$ cat src/rtl/fpm_pkg.sv
package fpm_pkg;

  typedef enum logic [2:0] {
    CL_ZERO   = 3'd0,
    CL_FINITE = 3'd1,
    CL_INF    = 3'd2,
    CL_QNAN   = 3'd3,
    CL_SNAN   = 3'd4
  } opclass_e;

endpackage

$ cat src/rtl/fpm_opclass.sv
module fpm_opclass
  import fpm_pkg::*;
#(
  parameter int EXP_W       = 11,
  parameter int FRAC_W      = 52,
  parameter bit SNAN_MSB_HI = 1'b1
) (
  input  logic [EXP_W+FRAC_W:0] word_i,
  output opclass_e              cls_o
);

  logic [EXP_W-1:0]  exp_fld;
  logic [FRAC_W-1:0] frac_fld;
  logic              exp_max, exp_min, frac_nil;

  assign exp_fld  = word_i[FRAC_W +: EXP_W];
  assign frac_fld = word_i[FRAC_W-1:0];
  assign exp_max  = &exp_fld;
  assign exp_min  = ~|exp_fld;
  assign frac_nil = ~|frac_fld;

  always_comb begin
    if (exp_max && frac_nil)
      cls_o = CL_INF;
    else if (exp_max)
      cls_o = (frac_fld[FRAC_W-1] == SNAN_MSB_HI) ? CL_SNAN : CL_QNAN;
    else if (exp_min && frac_nil)
      cls_o = CL_ZERO;
    else
      cls_o = CL_FINITE;
  end

endmodule

$ cat src/rtl/fpm_nan_quiet.sv
module fpm_nan_quiet #(
  parameter int EXP_W  = 11,
  parameter int FRAC_W = 52
) (
  input  logic [EXP_W+FRAC_W:0] nan_i,
  output logic [EXP_W+FRAC_W:0] quiet_o
);

  logic [FRAC_W-1:0] flipped;

  always_comb begin
    flipped = nan_i[FRAC_W-1:0];
    flipped[FRAC_W-1] = ~nan_i[FRAC_W-1];
    if (flipped == '0)
      flipped[FRAC_W-2] = 1'b1;
    quiet_o = {nan_i[EXP_W+FRAC_W:FRAC_W], flipped};
  end

endmodule

$ cat src/rtl/fpm_special_resolve.sv
module fpm_special_resolve
  import fpm_pkg::*;
#(
  parameter int EXP_W       = 11,
  parameter int FRAC_W      = 52,
  parameter bit SNAN_MSB_HI = 1'b1
) (
  input  logic [EXP_W+FRAC_W:0] opa_i,
  input  logic [EXP_W+FRAC_W:0] opb_i,
  input  logic                  inv_trap_en_i,
  output logic [EXP_W+FRAC_W:0] result_o,
  output logic                  invalid_o,
  output logic                  inv_trap_o,
  output logic                  pass_o
);

  localparam int W = 1 + EXP_W + FRAC_W;

  opclass_e       cls   [2];
  logic [W-1:0]   word  [2];
  logic [W-1:0]   quiet [2];

  assign word[0] = opa_i;
  assign word[1] = opb_i;

  for (genvar g = 0; g < 2; g++) begin : g_opnd
    fpm_opclass #(
      .EXP_W(EXP_W), .FRAC_W(FRAC_W), .SNAN_MSB_HI(SNAN_MSB_HI)
    ) u_cls (
      .word_i(word[g]),
      .cls_o (cls[g])
    );
    fpm_nan_quiet #(
      .EXP_W(EXP_W), .FRAC_W(FRAC_W)
    ) u_quiet (
      .nan_i  (word[g]),
      .quiet_o(quiet[g])
    );
  end

  logic              prod_sign;
  logic [FRAC_W-1:0] dflt_frac;
  logic [W-1:0]      inf_word, zero_word, dflt_nan;
  logic [W-1:0]      res_pick;
  logic              bad_op, a_nan, b_nan;

  assign prod_sign = opa_i[W-1] ^ opb_i[W-1];
  assign inf_word  = {prod_sign, {EXP_W{1'b1}}, {FRAC_W{1'b0}}};
  assign zero_word = {prod_sign, {(W-1){1'b0}}};

  always_comb begin
    dflt_frac = '0;
    dflt_frac[FRAC_W-1] = ~SNAN_MSB_HI;
    dflt_frac[FRAC_W-2] = SNAN_MSB_HI;
  end
  assign dflt_nan = {1'b0, {EXP_W{1'b1}}, dflt_frac};

  assign a_nan = (cls[0] == CL_QNAN) || (cls[0] == CL_SNAN);
  assign b_nan = (cls[1] == CL_QNAN) || (cls[1] == CL_SNAN);

  // Priority chain: first operand resolved before the second.
  always_comb begin
    res_pick = '0;
    bad_op   = 1'b0;
    pass_o   = 1'b0;
    if (cls[0] == CL_INF && !b_nan) begin
      if (cls[1] == CL_ZERO) begin
        bad_op   = 1'b1;
        res_pick = dflt_nan;
      end else begin
        res_pick = inf_word;
      end
    end else if (a_nan) begin
      if (cls[0] == CL_SNAN) begin
        bad_op   = 1'b1;
        res_pick = quiet[0];
      end else if (cls[1] == CL_SNAN) begin
        bad_op   = 1'b1;
        res_pick = quiet[1];
      end else begin
        res_pick = opa_i;
      end
    end else if (cls[1] == CL_INF) begin
      if (cls[0] == CL_ZERO) begin
        bad_op   = 1'b1;
        res_pick = dflt_nan;
      end else begin
        res_pick = inf_word;
      end
    end else if (b_nan) begin
      if (cls[1] == CL_SNAN) begin
        bad_op   = 1'b1;
        res_pick = quiet[1];
      end else begin
        res_pick = opb_i;
      end
    end else if (cls[0] == CL_ZERO || cls[1] == CL_ZERO) begin
      res_pick = zero_word;
    end else begin
      pass_o = 1'b1;
    end
  end

  assign inv_trap_o = bad_op & inv_trap_en_i;
  assign invalid_o  = bad_op & ~inv_trap_en_i;
  assign result_o   = inv_trap_o ? '0 : res_pick;

endmodule

$ cat config.mk
export PLATFORM = sky130hd
export DESIGN_NAME = fpm_special_resolve
export DESIGN_NICKNAME = d
export VERILOG_FILES = /design/src/rtl/fpm_pkg.sv /design/src/rtl/fpm_opclass.sv /design/src/rtl/fpm_nan_quiet.sv /design/src/rtl/fpm_special_resolve.sv
export SDC_FILE = /design/constraint.sdc
export NUM_CORES = 1
export LEC_CHECK = 0
export ABC_AREA = 0
export BUFFER_PORTS_ARGS = -buffer_cell sky130_fd_sc_hd__buf_2
export CORE_MARGIN = 5
export CORE_UTILIZATION = 35
export DETAILED_ROUTE_END_ITERATION = 16
export PLACE_DENSITY = 0.64
export SLEW_MARGIN = 0
export SYNTH_ARGS = -nofsm -noshare
export SYNTH_HDL_FRONTEND = slang
export SYNTH_HIERARCHICAL = 1
export SYNTH_SLANG_ARGS = --single-unit
$ cat constraint.sdc
create_clock -name vclk -period 3
set_input_delay 0.3 -clock vclk [all_inputs]
set_output_delay 0.3 -clock vclk [all_outputs]
set_load 0.02 [all_outputs]
==> results_dict.tcl, run 1 <==
set metrics [dict create \
    max_stage_delay_ns 0.43 \
    post-route-min-period_ns 3.26 \
    maxSlewViolCount 0 \
    syn_inst 729 \
    met3_usage 0.0595 \
    min_path_cells 3 \
    grt_max_degree 32 \
    power_frac_clock 0 \
    syn_area_per_cell_sq_um 6.24 \
    overflow 0 \
    seq_area_frac_synth 0 \
    yosysMostFrequentCell "buf_4" \
    seq_cells 0 \
    cp_cell_sequence "buf_6, nor4_4, nand3_2, buf_6, o41ai_4, a22oi_2, buf_4, or3b_4, clkbuf_16, a211oi_2, o22a_1, nor2_1, buf_4" \
    path_max_fanout 8 \
    placed_cells 1076 \
    firstDrtPassIters 5 \
    power_density_mw_per_mm2 59.4 \
    via_per_inst 6.19 \
    gr-usage-met2 0.446 \
    die_area_sq_mm 0.0154 \
    wl_per_cell_um 21.5 \
    netlist_top_cells_area "buf_4, o22a_1, a211oi_1" \
    core_area_sq_mm 0.0127 \
    drive_gt1_frac 0.578 \
    crit_type "input pin to primary output" \
    ys.warnings.count 6 \
    crit_path_end_kind "primary output" \
    holdWs_ns 0.911 \
    grt_busiest_layer "met2" \
    nets 1076 \
    dieWidth_um 124 \
    fin_crit_sh 1.09 \
    status "complete, but fails checks" \
    slew_headroom 0.640 \
    tightest_slew_ns 0.534 \
    antenna-diode-count 0 \
    power_frac_seq 0 \
    synth_nets 858 \
    start_kind "input pin" \
    layout_setup_ws_ns -0.260 \
    dieHeight_um 124 \
    synth_common_cells "buf_4, a21oi_1, o21ai_0" \
    place_congestion 0.936 \
    yosysTopAreaCell "buf_4" \
    fillerInstances 1073 \
    max_freq_mhz 307 \
    register_area_sq_um 0 \
    leakagePower_nw 3.31 \
    comb_power_share 1.000 \
    ir_worst_vdd_v 0.0000501 \
    hpwl_mm 16.0 \
    violations "setup timing" \
    p_switching_uw 218 \
    ys_types 41 \
    swShare 0.481 \
    io_buffer_count 196 \
    p_int_uw 235 \
    netlist_area_sq_mm 0.00455 \
    rsz0062_at_grt "yes" \
    grt_use_total 0.269 \
    vias 6919 \
    n_clock_buffer 0 \
    grt_use_met1 0.338 \
    final-setup-viol-count 66 \
    cap_violations 0 \
    finalHoldViolCount 0 \
    antenna_found_initial 0 \
    wirelength_mm 24.1 \
    drtAntennaViolNets 0 \
    synth_top_area_share 0.206 \
    first_iter_violations 847 \
    hold_class "input pin to primary output" \
    fin_cells 1117 \
    required_ns 2.70 \
    slowest_stage "or3b_4" \
    grt_pass1_vias 6452 \
    rows 41 \
    drc 0 \
    finalPower_uw 453 \
    initial_core_util 0.359 \
    cp.arrival_ns 2.96 \
    io_pins 196 \
    grt_pass1_wl_mm 33.2 \
    area_delta_synth_final_pct 67.6 \
]
-- power by group through the flow --
stage	registers [mW]	clock network [mW]	logic [mW]
2_1_floorplan	0	0	0.191
3_3_place_gp	0	0	0.376
3_5_place_dp	0	0	0.378
4_1_cts	0	0	0.412
5_1_grt	0	0	0.478
6_report	0	0	0.453
-- final cells by class --
type,instances,area (sq um),share of cell area
inverters,10,37.5,0.00492
multi-input cells,538,4020,0.526
well taps,172,215,0.0282
repair buffers,397,3360,0.441
-- per-stage QoR --
stage / area [sq um] / setup TNS, ns / utilization / setup WS [ns]
floorplan: 4570 / 0 / - / 0.0113
global placement: 5900 / -31.58 / 0.466 / -0.564
detailed placement: 5900 / -37.18 / 0.466 / -0.638
CTS: 6890 / -8.13 / 0.544 / -0.175
global route: 7630 / -21.09 / 0.602 / -0.382
finish: 7630 / -12.50 / 0.602 / -0.260
-- worst max-delay path, delay by kind of cell --
family | cells | cell delay, ns
compound gates | 4 | 0.91
simple gates | 4 | 0.95
buf+inv | 5 | 0.80
-- metal layers --
layer / share of wire / wire length, um
met1: 0.37 / 9020
met2: 0.45 / 10900
met3: 0.11 / 2750
met4: 0.057 / 1370
met5: 0 / 0
-- path summary, 6_finish.rpt --
check	start	end
hold / removal	inv_trap_en_i	invalid_o
setup / recovery	opb_i[35]	result_o[10]
-- layout by cell type (no fill, tap or decap), drive strengths merged, types with 2 or more instances in the layout --
cell type and n:
bufbuf 2, nand2 36, o211a 3, o41ai 4, nor3 2, o221ai 2, o31ai 2, or3b 3
nand4 13, inv 10, o22a 48, a31oi 12, and2 50, o21ai 77, nand3 19, a21oi 72
a211oi 49, clkbuf 6, buf 389, a22oi 2, nor4b 2, nor4 63, nor3b 4, nor2 66
-- kinds of logic (layout without fill, tap and decap cells) --
logic type | after synthesis | in the layout | synth area share
simple gates | 260 | 261 | 0.325
buf+inv | 192 | 407 | 0.277
xor+xnor | 2 | 2 | 0.00385
compound gates | 275 | 275 | 0.394
-- what timing repair did --
action,in CTS,in global routing
hold buffers,0,0
resized for setup,147,132
setup endpoints to repair,67,67
pin swaps,34,33
setup buffers,18,6
cloned,10,9
Note: power is estimated with default switching activity, not from simulation.
==> run 2, diff against run 1 <==
- CORE_ASPECT_RATIO: default -> 1.4
==> results_dict.tcl, run 2 (same netlist as run 1, synthesis figures left out) <==
set metrics [dict create \
    status "complete, but fails checks" \
    violations "setup timing" \
    cp.depth 12 \
    finalHoldViolCount 0 \
    drtAntennaViolNets 0 \
    critPathBufInv 4 \
    area_delta_synth_final_pct 61.4 \
    max_stage_delay_ns 0.46 \
    path_max_fanout 6 \
    drt-met1-wl_mm 8.59 \
    required_ns 2.70 \
    maxSlewViolCount 0 \
    final_cell_mix "buf_4, buf_2, nor2_1, o21ai_0, o22a_1" \
    cts_hold_buf 0 \
    core_area_sq_mm 0.0128 \
    layout_setup_ws_ns -0.412 \
    final-setup-viol-count 67 \
    crit_family "simple AND/OR/NAND/NOR gates" \
    placed_cells 1046 \
    first_iter_violations 686 \
    drive_gt1_frac 0.566 \
    grt_max_degree 47 \
    post-route-min-period_ns 3.41 \
    power_density_mw_per_mm2 61.1 \
    slew_headroom 0.418 \
    place_congestion 0.947 \
    antenna_found_initial 1 \
    hold_class "input pin to primary output" \
    met2WireLength_mm 11.6 \
    final_common_cell "buf_4" \
    wirelength_mm 23.9 \
    fin_cells 1088 \
    slowest_stage "or3b_4" \
    crit_path_end_kind "primary output" \
    firstDrtPassIters 6 \
    leakagePower_nw 3.23 \
    max_freq_mhz 293 \
    nets 1064 \
    grt_pass1_wl_mm 32.9 \
    rows 49 \
    seq_cells 0 \
    io_pins 196 \
    dieHeight_um 145 \
    register_area_sq_um 0 \
    fin_crit_sh 1.14 \
    ir_worst_vdd_v 0.0000408 \
    cap_violations 0 \
    place_ws_ns -0.592 \
    grt_use_total 0.258 \
    dieWidth_um 106 \
    met3_length_mm 2.41 \
    wl_per_cell_um 22.0 \
    overflow 0 \
    hpwl_mm 15.6 \
    via_per_inst 6.30 \
    initial_core_util 0.355 \
    drc 0 \
    crit_end "result_o[63]" \
    top_layer "met5" \
    fin_util 0.573 \
    cp_cell_sequence "buf_2, nor4_2, nand4_1, nor4_4, a22oi_2, buf_4, or3b_4, buf_6, a21oi_2, o221ai_2, o32ai_2, buf_4" \
    rsz0062_at_grt "yes" \
    grt_pass1_vias 6456 \
    die_area_sq_mm 0.0154 \
    vias 6850 \
    n_clock_buffer 0 \
    cp.arrival_ns 3.11 \
    tightest_slew_ns 0.865 \
    crit_type "input pin to primary output" \
    crit_path_frequent_cell "buf_4" \
    io_buffer_count 196 \
    worstSetupStartpoint "opb_i[21]" \
    start_kind "input pin" \
]
[run 2: power breakdown]
group | internal, mW | total (mW) | switching [mW]
Combinational | 0.234 | 0.449 | 0.215
Sequential | 0 | 0 | 0
Clock | 0.0000000892 | 0.0000000892 | 0
Total | 0.234 | 0.449 | 0.215
[run 2: worst min-delay path by stage]
stage,from,endpoint,slack (ns),cells past startpoint
4_1_cts,inv_trap_en_i,invalid_o,0.90,3
5_1_grt,inv_trap_en_i,invalid_o,0.92,3
6_report,inv_trap_en_i,invalid_o,0.91,3
3_3_place_gp,inv_trap_en_i,invalid_o,0.90,3
3_5_place_dp,inv_trap_en_i,invalid_o,0.88,3
2_1_floorplan,inv_trap_en_i,invalid_o,0.68,1
[run 2: timing repair]
action | CTS | global route
pin swaps | 19 | 67
buffers inserted | 16 | 8
endpoints found under the hold margin | 0 | 0
resized for setup | 103 | 134
setup endpoints to repair | 67 | 67
gates cloned | 9 | 9
[run 2: stage by stage]
| step | hold WS (ns) | power [mW] | TNS (ns) | cell area, sq um |
|---|---|---|---|---|
| finish | 0.909 | 0.449 | -21.65 | 7350 |
| global route | 0.923 | 0.471 | -26.11 | 7340 |
| CTS | 0.897 | 0.401 | -11.21 | 6550 |
| detailed placement | 0.878 | 0.376 | -36.96 | 5810 |
| global placement | 0.897 | 0.371 | -30.17 | 5810 |
| floorplan | 0.680 | 0.191 | 0 | 4570 |
[run 2: per-layer routing]
layer  up-vias  GRT usage
li1       3046          -
met1      3183      0.301
met2       501      0.457
met3       118     0.0458
met4         2      0.111
met5         -          0
[run 2: final cells by class]
type	instances	area [sq um]
inverters	10	37.5
repair buffers	385	3160
well taps	153	191
multi-input cells	538	3950
diodes	2	5.00
fillers	1151	5470
